==> src/rtl/xfer_pkg.sv <==
package xfer_pkg;
  typedef enum logic [1:0] {
    OP_LDM  = 2'd0,
    OP_STM  = 2'd1,
    OP_PUSH = 2'd2,
    OP_POP  = 2'd3
  } xfer_op_e;

  typedef enum logic [1:0] {
    ST_IDLE,
    ST_XFER,
    ST_FIN
  } xfer_st_e;
endpackage

==> src/rtl/xfer_popcnt.sv <==
module xfer_popcnt #(
  parameter int N = 8,
  parameter int W = $clog2(N + 1)
) (
  input  logic [N-1:0] bits_i,
  output logic [W-1:0] cnt_o
);
  always_comb begin
    cnt_o = '0;
    for (int i = 0; i < N; i++) cnt_o = cnt_o + W'(bits_i[i]);
  end
endmodule

==> src/rtl/xfer_lsb_pick.sv <==
module xfer_lsb_pick #(
  parameter int N  = 8,
  parameter int IW = $clog2(N)
) (
  input  logic [N-1:0]  mask_i,
  output logic [N-1:0]  oh_o,
  output logic [IW-1:0] idx_o,
  output logic          any_o
);
  for (genvar i = 0; i < N; i++) begin : g_oh
    if (i == 0) begin : g_first
      assign oh_o[i] = mask_i[i];
    end else begin : g_rest
      assign oh_o[i] = mask_i[i] & ~|mask_i[i-1:0];
    end
  end

  always_comb begin
    idx_o = '0;
    for (int i = 0; i < N; i++) if (oh_o[i]) idx_o = IW'(i);
  end

  assign any_o = |mask_i;
endmodule

==> src/rtl/blk_xfer_seq.sv <==
module blk_xfer_seq
  import xfer_pkg::*;
#(
  parameter int LIST_W = 8,
  parameter int AW     = 32,
  parameter int DW     = 32,
  parameter int RI_W   = 4,
  parameter int BYTES  = 4,
  parameter int SP_IDX = 13,
  parameter int LR_IDX = 14,
  parameter int PC_IDX = 15
) (
  input  logic              clk_i,
  input  logic              rst_ni,
  input  logic              start_i,
  input  logic [1:0]        op_i,
  input  logic [LIST_W-1:0] list_i,
  input  logic              extra_i,
  input  logic [RI_W-1:0]   base_i,
  output logic              busy_o,
  output logic              done_o,
  output logic [RI_W-1:0]   rf_raddr_o,
  input  logic [DW-1:0]     rf_rdata_i,
  output logic [RI_W-1:0]   rf_baddr_o,
  input  logic [DW-1:0]     rf_bdata_i,
  output logic              rf_we_o,
  output logic [RI_W-1:0]   rf_waddr_o,
  output logic [DW-1:0]     rf_wdata_o,
  output logic              mem_req_o,
  output logic              mem_we_o,
  output logic [AW-1:0]     mem_addr_o,
  output logic [DW-1:0]     mem_wdata_o,
  input  logic [DW-1:0]     mem_rdata_i,
  input  logic              mem_ready_i,
  output logic              redirect_o,
  output logic [AW-1:0]     redirect_pc_o
);
  localparam int CNT_W = $clog2(LIST_W + 2);
  localparam int LI_W  = $clog2(LIST_W);
  localparam logic [RI_W-1:0] SP_R = RI_W'(SP_IDX);
  localparam logic [RI_W-1:0] LR_R = RI_W'(LR_IDX);
  localparam logic [RI_W-1:0] PC_R = RI_W'(PC_IDX);

  xfer_st_e          state_q;
  xfer_op_e          op_q, op_in;
  logic [LIST_W-1:0] mask_q;
  logic              ext_q;
  logic [RI_W-1:0]   base_q;
  logic [AW-1:0]     addr_q, wb_q, pc_q;
  logic              wb_en_q, redir_q;

  // start-side decode
  logic              stack_in, ext_in;
  logic [CNT_W-1:0]  pop_cnt, cnt_in;
  logic [AW-1:0]     span, lo_addr, wb_in;

  assign op_in    = xfer_op_e'(op_i);
  assign stack_in = op_i[1];
  assign ext_in   = extra_i & stack_in;

  xfer_popcnt #(.N(LIST_W), .W(CNT_W)) i_popcnt (
    .bits_i (list_i),
    .cnt_o  (pop_cnt)
  );

  assign cnt_in  = pop_cnt + CNT_W'(ext_in);
  assign span    = AW'(cnt_in) * AW'(BYTES);
  assign lo_addr = (op_in == OP_PUSH) ? rf_bdata_i - span : rf_bdata_i;
  assign wb_in   = (op_in == OP_PUSH) ? lo_addr : rf_bdata_i + span;

  // beat-side selection
  logic [LIST_W-1:0] cur_oh;
  logic [LI_W-1:0]   cur_lo;
  logic              cur_any, cur_last, is_load, beat;
  logic [RI_W-1:0]   cur_idx;

  xfer_lsb_pick #(.N(LIST_W), .IW(LI_W)) i_pick (
    .mask_i (mask_q),
    .oh_o   (cur_oh),
    .idx_o  (cur_lo),
    .any_o  (cur_any)
  );

  assign cur_idx  = cur_any ? RI_W'(cur_lo) : ((op_q == OP_PUSH) ? LR_R : PC_R);
  assign cur_last = cur_any ? (((mask_q & ~cur_oh) == '0) && !ext_q) : 1'b1;
  assign is_load  = (op_q == OP_LDM) || (op_q == OP_POP);
  assign beat     = (state_q == ST_XFER) && mem_ready_i;

  always_ff @(posedge clk_i or negedge rst_ni) begin
    if (!rst_ni) begin
      state_q <= ST_IDLE;
      op_q    <= OP_LDM;
      mask_q  <= '0;
      ext_q   <= 1'b0;
      base_q  <= '0;
      addr_q  <= '0;
      wb_q    <= '0;
      pc_q    <= '0;
      wb_en_q <= 1'b0;
      redir_q <= 1'b0;
    end else begin
      unique case (state_q)
        ST_IDLE: begin
          if (start_i) begin
            op_q    <= op_in;
            mask_q  <= list_i;
            ext_q   <= ext_in;
            base_q  <= stack_in ? SP_R : base_i;
            addr_q  <= lo_addr;
            wb_q    <= wb_in;
            wb_en_q <= (cnt_in != '0);
            redir_q <= 1'b0;
            state_q <= (cnt_in == '0) ? ST_FIN : ST_XFER;
          end
        end
        ST_XFER: begin
          if (mem_ready_i) begin
            if (cur_any) mask_q <= mask_q & ~cur_oh;
            else         ext_q  <= 1'b0;
            addr_q <= addr_q + AW'(BYTES);
            if (is_load && cur_idx == PC_R) begin
              pc_q    <= mem_rdata_i & ~AW'(1);
              redir_q <= 1'b1;
            end
            if (cur_last) state_q <= ST_FIN;
          end
        end
        default: begin
          state_q <= ST_IDLE;
          redir_q <= 1'b0;
        end
      endcase
    end
  end

  assign busy_o        = (state_q != ST_IDLE);
  assign done_o        = (state_q == ST_FIN);
  assign rf_baddr_o    = (state_q == ST_IDLE) ? (stack_in ? SP_R : base_i) : base_q;
  assign rf_raddr_o    = cur_idx;
  assign mem_req_o     = (state_q == ST_XFER);
  assign mem_we_o      = mem_req_o && !is_load;
  assign mem_addr_o    = addr_q;
  assign mem_wdata_o   = rf_rdata_i;
  assign redirect_o    = done_o && redir_q;
  assign redirect_pc_o = pc_q;

  // base write-back owns the port in the done cycle; load beats use it otherwise
  always_comb begin
    rf_we_o    = 1'b0;
    rf_waddr_o = cur_idx;
    rf_wdata_o = mem_rdata_i;
    if (done_o && wb_en_q) begin
      rf_we_o    = 1'b1;
      rf_waddr_o = base_q;
      rf_wdata_o = wb_q;
    end else if (beat && is_load && cur_idx != PC_R) begin
      rf_we_o = 1'b1;
    end
  end
endmodule

==> config.mk <==
export PLATFORM = sky130hd
export DESIGN_NAME = blk_xfer_seq
export DESIGN_NICKNAME = d
export VERILOG_FILES = /design/src/rtl/xfer_pkg.sv /design/src/rtl/xfer_popcnt.sv /design/src/rtl/xfer_lsb_pick.sv /design/src/rtl/blk_xfer_seq.sv
export SDC_FILE = /design/constraint.sdc
export NUM_CORES = 1
export LEC_CHECK = 0
export BUFFER_PORTS_ARGS = -buffer_cell sky130_fd_sc_hd__clkbuf_2
export CAP_MARGIN = 20
export CELL_PAD_IN_SITES_DETAIL_PLACEMENT = 1
export CELL_PAD_IN_SITES_GLOBAL_PLACEMENT = 1
export CORE_ASPECT_RATIO = 1.75
export CORE_MARGIN = 1.5
export CORE_UTILIZATION = 30
export DETAILED_ROUTE_END_ITERATION = 6
export PLACE_DENSITY = 0.67
export SLEW_MARGIN = 15
export SYNTH_ARGS = -nofsm -noshare
export SYNTH_HDL_FRONTEND = slang
export SYNTH_HIERARCHICAL = 1
export SYNTH_SLANG_ARGS = --single-unit
==> constraint.sdc <==
create_clock -name clk_i -period 3.2 [get_ports clk_i]
set_clock_uncertainty 0.2 [all_clocks]
set_input_delay 0.16 -clock clk_i [delete_from_list [all_inputs] [get_ports clk_i]]
set_output_delay 0.16 -clock clk_i [all_outputs]
set_load 0.005 [all_outputs]
---- Yosys cells after proc, flatten, opt, wreduce, memory -nomap -nowiden ----
Index checks and enable logic that the tools add are counted.
word-level totals
  input bits .............................. 115
  register bits after elaboration ......... 114
  output and inout port bits .............. 146
cells by class
  multiplexer cells ....................... 38
  add/sub/neg operators ................... 11
  bitwise operators ....................... 10
  reduce and logical (&&, ||, !) cells .... 39
  equality and inequality tests ........... 13
operator list
  kind                     number
  $mux W32                 5
  $pmux W32 S2             1
  $add A32 B3 Y32 const B  1
  $add A32 B6 Y32          1
  $sub A32 B6 Y32          1
  $add A4 B1 Y4            7
  $mux W8                  3
  $mux W3                  6
  $mux W4                  4
  $pmux W8 S2              1
  $reduce_and A3 Y1        4
  $mux W1                  11
  $logic_not A1 Y1         9
  $and A1 B1 Y1            8
  $and A8 B8 Y8            1
  $eq A2 B2 Y1 const B     4
  $logic_and A1 B1 Y1      8
  $logic_not A8 Y1         1
  $mux W2                  4
  $ne A2 B1 Y1 const B     4
  $not A8 Y8               1
  $reduce_and A4 Y1        2
  $reduce_or A8 Y1         1
  $reduce_or A7 Y1         1
  18 further kinds         22

---- Depth between registers and ports, before layout ----
Gate-level depths: netlist of run 1.
  word-level depth ........................ 15
  depth in mapped cells ................... 20
  depth with buffers taken out ............ 19

---- Hierarchy ----
Netlist of run 1, hierarchy kept.
by module, submodules not included
  module         cells each  area an instance (um^2)  instances
  blk_xfer_seq   822         7522.2                   1
  xfer_popcnt    24          190.2                    1
  xfer_lsb_pick  22          150.1                    1

---- Least setup slack after synthesis of run 1 ----
OpenSTA, ideal clock, no wires.
  kind .................................... input to register
  from .................................... input port list_i[0]
  to ...................................... register addr_q[26] (netlist: mem_addr_o[26])
  stages .................................. 19
  data required time ...................... 2.896 ns
  path buffers ............................ 0
  setup time .............................. 0.104 ns
  slack ................................... -1.689 ns
  data arrival time ....................... 4.585 ns
  cells stage by stage .................... inv_1 -> fa_1 -> fa_1 -> fa_1 -> inv_1 -> ha_1 -> inv_1 -> fa_1 -> xnor2_1 -> nand3_1 -> xnor2_1 -> inv_1 -> ha_1 -> nor4b_4 -> o211ai_4 -> nor3_2 -> nand2_1 -> xnor2_1 -> a221oi_1
between the ends
  word-level cells in the longest chain between the ends .. 12
ends and longest elaborated chain
  element                     RTL line             source
  start: declaration          blk_xfer_seq.sv:17   input logic [LIST_W-1:0] list_i,
  $add A1 B1 Y2               xfer_popcnt.sv:10    for (int i = 0; i < N; i++) cnt_o = cnt_o + W'(bits_i[i]);
  $add A4 B1 Y4 (6 in a row)  xfer_popcnt.sv:10
  net pop_cnt[2]              blk_xfer_seq.sv:54   logic [CNT_W-1:0] pop_cnt, cnt_in;
  $add A4 B1 Y4               blk_xfer_seq.sv:66   assign cnt_in = pop_cnt + CNT_W'(ext_in);
  $sub A32 B6 Y32             blk_xfer_seq.sv:68   assign lo_addr = (op_in == OP_PUSH) ? rf_bdata_i - span : rf_bdata_i;
  $mux W32                    blk_xfer_seq.sv:68
  $mux W32                    blk_xfer_seq.sv:104  if (start_i) begin
  $pmux W32 S2                blk_xfer_seq.sv:102  unique case (state_q)
  end signal: assignment      blk_xfer_seq.sv:109  addr_q <= lo_addr;
  end signal: assignment      blk_xfer_seq.sv:120  addr_q <= addr_q + AW'(BYTES);
  end: declaration            blk_xfer_seq.sv:49   logic [AW-1:0] addr_q, wb_q, pc_q;
The timed path passes the listed nets, and every way through them passes these cells. The select of a mux whose other input is x is not followed.
A chain may end at the register's enable or synchronous reset.

---- Worst setup path after layout of run 1 ----
  from .................................... input port list_i[1]
  to ...................................... register wb_q[19]
between the ends
  word-level cells in the longest chain between the ends .. 11
ends and longest elaborated chain
  element                         RTL line             source
  $add A1 B1 Y2 (*)               xfer_popcnt.sv:10
  $add A4 B1 Y4 (*) (6 in a row)  xfer_popcnt.sv:10
  net pop_cnt[1]                  blk_xfer_seq.sv:54
  $add A4 B1 Y4 (*)               blk_xfer_seq.sv:66
  $sub A32 B6 Y32                 blk_xfer_seq.sv:68
  $mux W32                        blk_xfer_seq.sv:68
  $mux W32 (*)                    blk_xfer_seq.sv:69   assign wb_in = (op_in == OP_PUSH) ? lo_addr : rf_bdata_i + span;
  end signal: assignment          blk_xfer_seq.sv:110  wb_q <= wb_in;
  end: declaration                blk_xfer_seq.sv:49
Mark *: on every way through the listed nets, which the timed path passes. The rest lies on a longest branch.

==> results of run 1 <==
-- area by class of cell --
type / count / area, sq um
Tap cell: 320 / 400
Inverter: 42 / 170
Timing Repair Buffer: 351 / 2490
Sequential cell: 114 / 2850
Antenna cell: 2 / 5.00
Clock inverter: 9 / 129
Multi-Input combinational cell: 630 / 5240
Fill cell: 2919 / 14100
Clock buffer: 23 / 478
-- metal layers --
metal,GRT usage [%],part of all wire [%]
met1,22.9,36
met2,41.8,56
met3,4.08,3.5
met5,0,0
met4,11.5,4.4
-- logic make-up after synthesis --
| family | count (synthesis) | synth area share (%) |
|---|---|---|
| AND/OR/NAND/NOR | 276 | 18.6 |
| multiplexers | 70 | 10.0 |
| flip-flops | 114 | 36.3 |
| XOR/XNOR | 57 | 6.35 |
| other | 1 | 0.0477 |
| adder cells (fa/ha/maj) | 22 | 4.07 |
| AO/OA/AOI/OAI | 204 | 16.6 |
| buffers and inverters | 124 | 8.05 |
-- what timing repair did --
action,in CTS,in global routing
pin swaps,45,65
hold buffers,72,0
gates resized for setup,97,69
hold endpoints to repair,167,0
setup buffers,10,9
gates cloned,1,0
setup endpoints to repair,61,61
-- state kept, by name (all words and copies together), names as in the netlist --
| name | count |
|---|---|
| base_q | 4 |
| ext_q | 1 |
| mask_q | 8 |
| mem_addr_o | 32 |
| op_q | 2 |
| redir_q | 1 |
| redirect_pc_o | 31 |
| state_q | 2 |
| wb_en_q | 1 |
| wb_q | 32 |
-- cell usage in the layout, fill, tap and decap left out, types with 6 or more instances in the layout --
master,instances
inv_1,33
ha_1,9
nand2_2,7
clkbuf_16,17
nand4_1,12
and3_1,8
o21ai_0,42
nand3_1,19
a21oi_1,36
buf_6,19
mux2_2,67
a211oi_1,6
o21ai_1,31
dlygate4sd3_1,72
xor2_1,15
nor3_1,10
nor3_4,6
xnor2_1,20
buf_4,60
a22o_1,8
dfrtp_1,114
nor4_4,7
xnor2_2,19
a21oi_2,11
ha_4,6
nor2_1,42
nand2_1,92
nor2_4,6
nand2b_1,9
clkbuf_2,192
-- report_power, final --
group / switching (mW) / internal (mW)
clock network: 0.728 / 1.28
logic: 2.52 / 2.11
registers: 0.632 / 2.11
-- cell usage after synthesis, types with 15 or more instances --
| master | count |
|---|---|
| a21oi_1 | 49 |
| buf_4 | 35 |
| clkbuf_1 | 26 |
| dfrtp_1 | 114 |
| ha_1 | 16 |
| inv_1 | 41 |
| mux2_2 | 69 |
| nand2_1 | 101 |
| nand3_1 | 23 |
| nor2_1 | 50 |
| nor3_1 | 15 |
| o21ai_0 | 59 |
| o21ai_1 | 19 |
| xnor2_1 | 40 |
| xor2_1 | 17 |
-- final timing paths --
path | to | cells past startpoint
min in group clk_i | state_q[1] | 4
worst max-delay path | wb_q[19] | 22
worst min register to register | wb_q[1] | 2
worst max register to register | mem_addr_o[20] | 7
max in group asynchronous | mem_addr_o[7] | 3
worst min-delay path | redirect_pc_o[25] | 2
-- worst register-to-register path: cells and delay by family, from the launching register on --
kind	cells	cell delay, ps
AND/OR/NAND/NOR	3	1010
flip-flops	1	470
buffers and inverters	2	560
AO/OA/AOI/OAI	2	310
-- per-stage QoR --
step	instance area, sq um	setup WS [ps]	power, mW	hold slack [ps]	utilization (%)
after floorplan	8020	-1400	5.01	-336	-
after global placement	9520	-1870	6.78	-56.3	36.8
after detailed placement	9520	-1910	6.92	-50.6	36.8
after CTS	11400	-1270	9.28	16.8	44.0
after global routing	11800	-1460	10.0	37.4	45.5
final	11800	-1260	9.38	10.9	45.5
==> metrics.md, run 1 <==
| Metric | Value |
|---|---|
| Final setup margin | -1260 ps |
| Routed WL | 30.4 mm |
| Root Driver | clkbuf_16 |
| Syn_nets | 1,005 |
| Final Hold Fails | 0 |
| Worst reg2reg startpoint | state_q[1] |
| Row count | 78 |
| Clock tree buffer depth | 2 |
| Chip Height | 217 microns |
| Max-cap violations | 0 |
| Worst path max stage delay | 550 ps |
| Drt pass-1 iters | 4 |
| Worst R2R Setup Slack | 590 ps |
| Initial antenna violation count | 2 |
| CTS Buf Count | 17 |
| PortBufs | 195 |
| Largest area contributor in the netlist | dfrtp_1 |
| Yosys top cell area share | 36.3% |
| Worst setup SP type | primary input |
| EDFF count, synth | 0 |
| Clock-pin slew on the worst setup and hold paths | 60 ps |
| Largest net degree at the start of global routing | 51 |
| Die X | 125 microns |
| CP cell instances | buf_8 -> inv_4 -> fa_1 -> fa_1 -> fa_1 -> inv_1 -> ha_2 -> inv_2 -> fa_2 -> inv_2 -> ha_4 -> xor2_4 -> inv_2 -> ha_4 -> or2_4 -> o221ai_4 -> buf_6 -> buf_12 -> nand3_4 -> o32ai_2 -> xnor2_1 -> o21ai_1 |
| DRT iter0 DRCs | 320 |
| Actual slew at the worst max-slew pin | 888 ps |
| CTS HTree Levels | 4 |
| Clk Latency, worst-skew pair | 450 ps |
| Lkg Pwr | 5.28 nW |
| Failing checks | negative setup slack |
| DR vias | 7,768 |
| Layout Cells excl Fill | 1,491 |
| Synthesis-to-finish area growth | 49.7% |
| Placed cells | 1,372 |
| RePlAce Congestion | 0.874 |
| Number of global-route vias before repair | 8,358 |
| GRT Overall Usage | 22.1% |
| Slew Limit Fails | 0 |
| Average vias per placed instance | 5.21 |
| Total die area | 0.0272 sq mm |
| WP buf/inv | 8 |
| Synth unique cells | 76 |
| Seq/Total Area, Yosys | 36.3% |
| Worst path required time | 3330 ps |
| Arrival @ worst endpoint | 4590 ps |
| Kind of critical path | primary input to flip-flop |
| Minimum clock period after layout | 4460 ps |
| Status | finished, violations left |
| Flip-flop and latch count after synthesis | 114 |
| Detail Route Antenna Nets | 0 |
| VDD IR max | 379 uV |
| Max Freq | 224 MHz |
| Unrepaired setup endpoints after global routing | true |
| First-pass GRT wire length | 46.5 mm |
| Io pins | 261 |
| Nets@finish | 1,293 |
| Grt total ovfl | 0 |
| Fraction of layout cells with a size suffix above 1 | 44.6% |
| Crit Path Max Fanout | 4 |
| Setup tns final | -62,910 ps |
| Synthesized area per cell | 9.06 sq um |
| Crit. Startpoint | list_i[1] |
| DP HPWL | 21.5 mm |
| Synthesized cell area | 0.00786 sq mm |
| Initial Utilization | 30.4% |
| Final period util | 139% |
| Hold Path Class | primary input to asynchronous set/reset pin |
| Power per standard cell area | 797 mW/mm^2 |
| Crit. End Element | flip-flop |
| Share of async-settable or async-resettable flops after synthesis | 100% |
| Ys flop type | dfrtp_1 |
| # clock sinks | 114 |
| Yosys warning count | 6 |
| Synthesized instance count | 868 |
| Synth top area cells | dfrtp_1 36%, mux2_2 9.9%, nand2_1 4.8% |
| Crit path max-delay family | adder cells |
| WL/cell | 20.4 microns |
| Crit-path slowest cell | fa_1 |
| Core area | 0.0259 sq mm |
| CTS tree | done |
| Post-route DRC | 0 |
| Final Setup Violations | 61 |
| Rel. slew slack | 40.8% |
(Power assumes the default switching activity.)
==> inputs of run 2 (changes only) <==
--- a/config.mk
+++ b/config.mk
@@ -12,10 +12,11 @@
 export CORE_ASPECT_RATIO = 1.75
 export CORE_MARGIN = 1.5
 export CORE_UTILIZATION = 30
+export CTS_BUF_LIST = sky130_fd_sc_hd__clkbuf_4
+export CTS_CLUSTER_DIAMETER = 150
 export DETAILED_ROUTE_END_ITERATION = 6
 export PLACE_DENSITY = 0.67
 export SLEW_MARGIN = 15
 export SYNTH_ARGS = -nofsm -noshare
 export SYNTH_HDL_FRONTEND = slang
-export SYNTH_HIERARCHICAL = 1
 export SYNTH_SLANG_ARGS = --single-unit
==> run 2 against run 1 <==
Against the previous run: the flow still finishes with violations (negative setup slack); synthesized area shrank 0.35%; final cell count grew 0.60%; synthesized cell count shrank 1.0%; largest cell class unchanged; utilization decreased by 1.0 points; setup slack improved by 53 ps; largest power group unchanged; cell area decreased by 2.6%; worst hold slack better by 85 ps; sequential cell count stayed put; via count rose by 1.1%; total power decreased by 7.8%.
==> metrics.md, run 2 <==
| Metric | Value |
|---|---|
| Status | finished, violations left (unchanged) |
| Failing checks | negative setup slack (unchanged) |
| Syn_nets | 998 (was 1,005) |
| Clock-pin slew on the worst setup and hold paths | 110 ps (was 60 ps) |
| DRT iter0 DRCs | 291 (was 320) |
| Nets@finish | 1,305 (was 1,293) |
| Synth top area cells | dfrtp_1 36%, mux2_2 10%, nand2_1 4.7% (was dfrtp_1 36%, mux2_2 9.9%, nand2_1 4.8%) |
| Grt total ovfl | 0 (unchanged) |
| Unrepaired setup endpoints after global routing | true (unchanged) |
| CTS HTree Levels | 4 (unchanged) |
| Routed WL | 31.3 mm (was 30.4 mm) |
| Max Freq | 227 MHz (was 224 MHz) |
| Worst setup SP type | primary input (unchanged) |
| Final Instance Area | 0.0115 sq mm (was 0.0118 sq mm) |
| Net Sw Frac | 42.8% (was 41.4%) |
| Synthesized cell area | 0.00784 sq mm (was 0.00786 sq mm) |
| Synthesized instance count | 859 (was 868) |
| Initial Utilization | 30.4% (about the same) |
| GRT Overall Usage | 22.9% (was 22.1%) |
| Initial antenna violation count | 1 (was 2) |
| Sequential Power Share | 31.9% (was 29.2%) |
| Detail Route Antenna Nets | 0 (unchanged) |
| Gate power share | 54.5% (was 49.4%) |
| Die X | 125 microns (about the same) |
| Final Setup Violations | 61 (unchanged) |
| Synth cell count leaders | 114 x dfrtp_1, 98 x nand2_1, 70 x mux2_2, 65 x o21ai_0, 50 x nor2_1 (was 114 x dfrtp_1, 101 x nand2_1, 69 x mux2_2, 59 x o21ai_0, 50 x nor2_1) |
| WP buf/inv | 3 (was 8) |
| CTS tree | done (unchanged) |
| Seq/Total Area, Yosys | 36.4% (was 36.3%) |
| Minimum clock period after layout | 4410 ps (was 4460 ps) |
| EDFF count, synth | 0 (unchanged) |
| Crit path max-delay family | adder cells (unchanged) |
| Final setup margin | -1210 ps (was -1260 ps) |
| Arrival @ worst endpoint | 4670 ps (was 4590 ps) |
| NetSw | 3.70 mW (was 3.88 mW) |
| PortBufs | 195 (unchanged) |
| Final period util | 138% (was 139%) |
| Clock tree buffer depth | 2 (unchanged) |
| # clock sinks | 114 (unchanged) |
| Power per standard cell area | 755 mW/mm^2 (was 797 mW/mm^2) |
| Rel. slew slack | 31.2% (was 40.8%) |
| Row count | 78 (unchanged) |
| Largest net degree at the start of global routing | 59 (was 51) |
| WL/cell | 20.9 microns (was 20.4 microns) |
| Actual slew at the worst max-slew pin | 1030 ps (was 888 ps) |
| Yosys warning count | 0 (was 6) |
| Hold slack | 96.2 ps (was 10.9 ps) |
| Crit-path slowest cell | fa_2 (was fa_1) |
| Drt pass-1 iters | 4 (unchanged) |
| RePlAce Congestion | 0.869 (was 0.874) |
| Commonest non-fill, non-tap cells in the layout | 192 x clkbuf_2, 114 x dfrtp_1, 94 x nand2_1 (was 192 x clkbuf_2, 114 x dfrtp_1, 92 x nand2_1) |
| Final core occ | 44.5% (was 45.5%) |
| Crit. End Element | flip-flop (unchanged) |
| Clk pwr share | 13.6% (was 21.4%) |
| Worst path required time | 3460 ps (was 3330 ps) |
| First-pass GRT wire length | 48.1 mm (was 46.5 mm) |
| Slew Limit Fails | 0 (unchanged) |
| Tot Pwr | 8.65 mW (was 9.38 mW) |
| Cell with the most instances after synthesis | dfrtp_1 (unchanged) |
| Hold Path Class | primary input to flip-flop (was primary input to asynchronous set/reset pin) |
| Share of async-settable or async-resettable flops after synthesis | 100% (unchanged) |
| Average vias per placed instance | 5.24 (was 5.21) |
| Fraction of layout cells with a size suffix above 1 | 42.9% (was 44.6%) |
| DR vias | 7,854 (was 7,768) |
| Root Driver | clkbuf_4 (was clkbuf_16) |
| Yosys top cell area share | 36.4% (was 36.3%) |
| Total die area | 0.0271 sq mm (was 0.0272 sq mm) |
| Area of placed instances | 0.00944 sq mm (was 0.00952 sq mm) |
| Internal power | 4.94 mW (was 5.50 mW) |
| Setup tns final | -59,680 ps (was -62,910 ps) |
| Clk Latency, worst-skew pair | 590 ps (was 450 ps) |
| Core area | 0.0258 sq mm (was 0.0259 sq mm) |
| Crit Path Max Fanout | 4 (unchanged) |
| Kind of critical path | primary input to flip-flop (unchanged) |
| Number of global-route vias before repair | 8,678 (was 8,358) |
| Chip Height | 217 microns (about the same) |
| Commonest non-fill, non-tap cell in the layout | clkbuf_2 (unchanged) |
| VDD IR max | 328 uV (was 379 uV) |
| Fillers | 2,963 (was 2,919) |
| Synthesized area per cell | 9.12 sq um (was 9.06 sq um) |
| CTS Buf Count | 17 (unchanged) |
| Largest area contributor in the netlist | dfrtp_1 (unchanged) |
| Worst path max stage delay | 660 ps (was 550 ps) |
| Io pins | 261 (unchanged) |
| Final Hold Fails | 0 (unchanged) |
| Max-cap violations | 0 (unchanged) |
| Flip-flop and latch count after synthesis | 114 (unchanged) |
| Synth unique cells | 72 (was 76) |
| Lkg Pwr | 5.18 nW (was 5.28 nW) |
| DP HPWL | 22.5 mm (was 21.5 mm) |
| CP cell instances | buf_8 -> ha_4 -> inv_2 -> fa_1 -> fa_1 -> inv_1 -> fa_1 -> ha_4 -> fa_2 -> ha_4 -> or4_4 -> a31oi_4 -> nor2_2 -> a31o_2 -> xor2_1 -> mux2_4 (was buf_8 -> inv_4 -> fa_1 -> fa_1 -> fa_1 -> inv_1 -> ha_2 -> inv_2 -> fa_2 -> inv_2 -> ha_4 -> xor2_4 -> inv_2 -> ha_4 -> or2_4 -> o221ai_4 -> buf_6 -> buf_12 -> nand3_4 -> o32ai_2 -> xnor2_1 -> o21ai_1) |
| Ys flop type | dfrtp_1 (unchanged) |
| Post-route DRC | 0 (unchanged) |
| Synthesis-to-finish area growth | 46.2% (was 49.7%) |
==> run 2: changes by cell type after synthesis, moves of 6 or more <==
| cell | before | now |
|---|---|---|
| a211oi_1 | 9 | 2 |
| clkbuf_1 | 26 | 40 |
| o21ai_0 | 59 | 65 |
| buf_2 | 11 | 3 |
| buf_1 | 7 | 1 |
| o21ai_1 | 19 | 0 |
| o22ai_1 | 5 | 23 |
| xnor2_1 | 40 | 29 |
| nor3_2 | 6 | 0 |
| or3_1 | 6 | 0 |
| inv_1 | 41 | 30 |
| xor2_1 | 17 | 27 |
==> run 2: metrics by stage <==
stage	worst slack (ps)	cells
after floorplan	-1480	859
after global placement	-1730	1354
after detailed placement	-1850	1354
after CTS	-1110	1490
after global routing	-1280	1500
final	-1210	1500
==> run 2: path summary, 6_finish.rpt <==
path | startpoint | endpoint | slack [ps] | cells after the start
setup / recovery | list_i[0] | wb_q[9] | -1210 | 16
hold / removal | rf_bdata_i[5] | wb_q[5] | 100 | 6
setup reg to reg | mask_q[1] | redirect_pc_o[9] | 450 | 7
hold reg to reg | wb_q[26] | wb_q[26] | 300 | 2
max in group asynchronous | rst_ni | mask_q[3] | 1940 | 4
min in group asynchronous | rst_ni | redirect_pc_o[31] | 470 | 4
==> run 2: logic make-up after synthesis <==
family / Yosys count / share of synthesized area [%]
xor gates and xnor gates: 56 / 6.26
muxes: 74 / 10.6
adders and majority gates: 26 / 4.76
other: 1 / 0.0479
buffers and inverters: 120 / 9.33
AOI/OAI and AO/OA: 189 / 14.5
and+or+nand+nor: 279 / 18.1
DFF: 114 / 36.4
==> run 2: power groups by stage <==
stage	Combinational (mW)	Clock, mW	Sequential, mW
floorplan	2.34	0	2.57
global placement	3.88	0	2.77
detailed placement	3.99	0	2.79
CTS	4.37	1.22	2.76
global route	5.14	1.26	2.85
finish	4.71	1.18	2.76
==> run 2: area by class of cell <==
| class | count | area, sq um | area share, % |
|---|---|---|---|
| tap | 320 | 400 | 3.49 |
| clock inverter | 8 | 110 | 0.961 |
| inverter | 31 | 119 | 1.04 |
| sequential | 114 | 2850 | 24.9 |
| multi-input combinational | 625 | 5040 | 44.0 |
| clock buffer | 24 | 180 | 1.57 |
| antenna | 1 | 2.50 | 0.0218 |
| timing repair buffer | 377 | 2750 | 24.0 |
==> run 2: worst register-to-register path, delay by kind of cell, from the launching register on <==
kind	cells	cell delay, ps
AND/OR/NAND/NOR	5	1320
flip-flops	1	470
multiplexers	1	370
buffers and inverters	1	300
==> run 2: layer usage <==
metal	part of all wire, %	vias up	GRT usage (%)
li1	-	3617	-
met2	59	196	46.4
met1	34	3971	21.4
met3	3.0	70	3.47
met5	0	-	0
met4	4.6	0	12.6
==> run 2: repair_timing <==
item,in CTS,in global routing
hold buffers,88,0
setup buffers,16,16
endpoints found under the hold margin,222,0
gates resized for setup,68,76
pin swaps,39,60
endpoints found under the setup margin,61,64
==> inputs of run 3 (changes only) <==
--- a/config.mk
+++ b/config.mk
@@ -15,6 +15,7 @@
 export CTS_BUF_LIST = sky130_fd_sc_hd__clkbuf_4
 export CTS_CLUSTER_DIAMETER = 150
 export DETAILED_ROUTE_END_ITERATION = 6
+export GPL_TIMING_DRIVEN = 0
 export PLACE_DENSITY = 0.67
 export SLEW_MARGIN = 15
 export SYNTH_ARGS = -nofsm -noshare
==> run 3 against run 2 <==
Against the previous run: the flow still finishes with violations (negative setup slack); worst hold slack improved by 16 ps; register-to-register slack worse by 490 ps; fmax up 3.2%; routed wire length grew 4.0%; sequential cell count stayed put; final cell count increased by 3.8%.
==> metrics.md, run 3 (synthesized netlist as in run 2, its figures left out) <==
| Metric | Value |
|---|---|
| RR Endpoint | mem_addr_o[9] (was redirect_pc_o[9]) |
| Status | finished, violations left (unchanged) |
| Largest net degree at the start of global routing | 74 (was 59) |
| Slew Limit Fails | 0 (unchanged) |
| Initial antenna violation count | 2 (was 1) |
| Total die area | 0.0271 sq mm (unchanged) |
| Area of all sequential standard cells | 0.00285 sq mm (unchanged) |
| Final Instance Area | 0.0118 sq mm (was 0.0115 sq mm) |
| Worst reg2reg startpoint | state_q[0] (was mask_q[1]) |
| Hold Path Class | primary input to flip-flop (unchanged) |
| Power per standard cell area | 714 mW/mm^2 (was 755 mW/mm^2) |
| CP cell instances | buf_8 -> ha_4 -> inv_2 -> fa_1 -> fa_1 -> inv_1 -> fa_1 -> ha_2 -> fa_2 -> ha_4 -> or4_4 -> a31oi_4 -> buf_6 -> nor4_2 -> xor2_1 -> o22ai_1 -> a31oi_1 (was buf_8 -> ha_4 -> inv_2 -> fa_1 -> fa_1 -> inv_1 -> fa_1 -> ha_4 -> fa_2 -> ha_4 -> or4_4 -> a31oi_4 -> nor2_2 -> a31o_2 -> xor2_1 -> mux2_4) |
| PortBufs | 208 (was 195) |
| Actual slew at the worst max-slew pin | 916 ps (was 1030 ps) |
| WP buf/inv | 4 (was 3) |
| Tot Pwr | 8.45 mW (was 8.65 mW) |
| Final period util | 133% (was 138%) |
| Area of placed instances | 0.00961 sq mm (was 0.00944 sq mm) |
| Drt pass-1 iters | 4 (unchanged) |
| Io pins | 261 (unchanged) |
| Kind of critical path | primary input to flip-flop (unchanged) |
| WL/cell | 20.9 microns (about the same) |
| Worst setup SP type | primary input (unchanged) |
| CTS Buf Count | 17 (unchanged) |
| Chip Height | 217 microns (unchanged) |
| Crit-path slowest cell | fa_2 (unchanged) |
| DP HPWL | 23.3 mm (was 22.5 mm) |
| Worst path most repeated cell | fa_1 |
| Nets@finish | 1,362 (was 1,305) |
| Final setup margin | -1070 ps (was -1210 ps) |
| Arrival @ worst endpoint | 4600 ps (was 4670 ps) |
| CTS HTree Levels | 4 (unchanged) |
| Fraction of layout cells with a size suffix above 1 | 42.0% (was 42.9%) |
| Core area | 0.0258 sq mm (unchanged) |
| Worst path max stage delay | 610 ps (was 660 ps) |
| Crit. Startpoint | list_i[1] (was list_i[0]) |
| Max-cap violations | 0 (unchanged) |
| Failing checks | negative setup slack (unchanged) |
| Unrepaired setup endpoints after global routing | true (unchanged) |
| Commonest non-fill, non-tap cell in the layout | clkbuf_2 (unchanged) |
| Minimum clock period after layout | 4270 ps (was 4410 ps) |
| VDD IR max | 282 uV (was 328 uV) |
| Crit Path Max Fanout | 4 (unchanged) |
| Worst R2R Setup Slack | -40 ps (was 450 ps) |
| Clock tree buffer depth | 2 (unchanged) |
| Average vias per placed instance | 5.24 (about the same) |
| Multi-input logic area | 0.00507 sq mm (was 0.00504 sq mm) |
| Detail Route Antenna Nets | 0 (unchanged) |
| Clock-pin slew on the worst setup and hold paths | 110 ps (about the same) |
| Routed WL | 32.5 mm (was 31.3 mm) |
| Post-route DRC | 0 (unchanged) |
| Commonest non-fill, non-tap cells in the layout | 207 x clkbuf_2, 114 x dfrtp_1, 95 x nand2_1 (was 192 x clkbuf_2, 114 x dfrtp_1, 94 x nand2_1) |
| Root Driver | clkbuf_4 (unchanged) |
| # clock sinks | 114 (unchanged) |
| Hold_sp | rf_bdata_i[1] (was rf_bdata_i[5]) |
| GRT Overall Usage | 23.4% (was 22.9%) |
| DRT iter0 DRCs | 336 (was 291) |
| Die X | 125 microns (unchanged) |
| Clk Latency, worst-skew pair | 620 ps (was 590 ps) |
| Synthesis-to-finish area growth | 51.2% (was 46.2%) |
| DR vias | 8,158 (was 7,854) |
| Fillers | 3,004 (was 2,963) |
| Lkg Pwr | 5.34 nW (was 5.18 nW) |
| Grt total ovfl | 0 (unchanged) |
| Worst-case hold path end point | wb_q[1] (was wb_q[5]) |
| Rel. slew slack | 39.0% (was 31.2%) |
| Initial Utilization | 30.4% (unchanged) |
| Max Freq | 234 MHz (was 227 MHz) |
| Setup tns final | -50,840 ps (was -59,680 ps) |
| Row count | 78 (unchanged) |
| Final Hold Fails | 0 (unchanged) |
| Number of global-route vias before repair | 8,521 (was 8,678) |
| Final Setup Violations | 62 (was 61) |
| First-pass GRT wire length | 48.6 mm (was 48.1 mm) |
| Placed cells | 1,389 (was 1,354) |
| Worst reg-to-reg path cell count | 7 (unchanged) |
| Layout Cells excl Fill | 1,557 (was 1,500) |
| CTS tree | done (unchanged) |
| Worst hold path depth | 4 (was 6) |
| RePlAce Congestion | 0.868 (was 0.869) |
| Crit. End Element | flip-flop (unchanged) |
| Crit path max-delay family | adder cells (unchanged) |
| Worst path required time | 3530 ps (was 3460 ps) |
## run 3: changes by cell type in the layout (fill, tap and decap cells not counted), moves of 4 or more
cell      before  now
a31oi_2        4    0
buf_4         69   64
clkbuf_1       0   35
clkbuf_2     192  207
clkbuf_4      24   18
clkbuf_8       0    7
clkinv_2       1    5
xnor2_2        9    5
## run 3: tightest hold or removal path: cells and delay by family
family | cells | cell delay, ps
buffers and inverters | 2 | 630
AND/OR/NAND/NOR | 2 | 100
## run 3: stage by stage
step	util (%)	worst slack, ps	hold WS (ps)
after floorplan	-	-1480	-336
after global placement	37.1	-2320	181
after detailed placement	37.3	-2320	-71.6
after CTS	44.3	-1070	70.7
after global routing	46.0	-1190	108
final	46.0	-1070	113
## run 3: worst max path at each step
| stage | end | slack [ps] | depth (start not counted) |
|---|---|---|---|
| 2_1_floorplan | wb_q[9] | -1480 | 17 |
| 3_3_place_gp | mem_addr_o[29] | -2320 | 17 |
| 3_5_place_dp | mem_addr_o[29] | -2320 | 17 |
| 4_1_cts | wb_q[31] | -1070 | 16 |
| 5_1_grt | mem_addr_o[11] | -1190 | 17 |
| 6_report | mem_addr_o[11] | -1070 | 17 |
## run 3: power breakdown
| group | total, mW | internal, mW | switching (mW) | leakage [nW] |
|---|---|---|---|---|
| clock | 1.22 | 0.598 | 0.623 | 0.162 |
| combinational | 4.49 | 2.06 | 2.43 | 3.75 |
| sequential | 2.74 | 2.10 | 0.642 | 1.43 |
## run 3: routing by layer
layer / up-vias / part of all wire (%) / track usage [%]
met5: - / 0 / 0
met4: 0 / 4.0 / 10.5
met3: 74 / 4.2 / 3.88
met2: 276 / 58 / 47.2
met1: 4060 / 34 / 22.8
li1: 3748 / - / -
## run 3: what timing repair did
item                                    CTS  global route
hold buffers                             90             0
pin swaps                                40            48
setup buffers                            26            23
resized for setup                        73            65
endpoints found under the setup margin  121            98
hold endpoints to repair                223             0
## run 3: final cells by class
class                      instances  share of cell area (%)
antenna                            1                  0.0211
multi-input combinational        625                    42.8
tap                              320                    3.38
timing repair buffer             348                    20.9
buffer                            86                    5.31
inverter                          31                    1.00
sequential                       114                    24.1
clock inverter                    15                    1.45
clock buffer                      17                    1.08
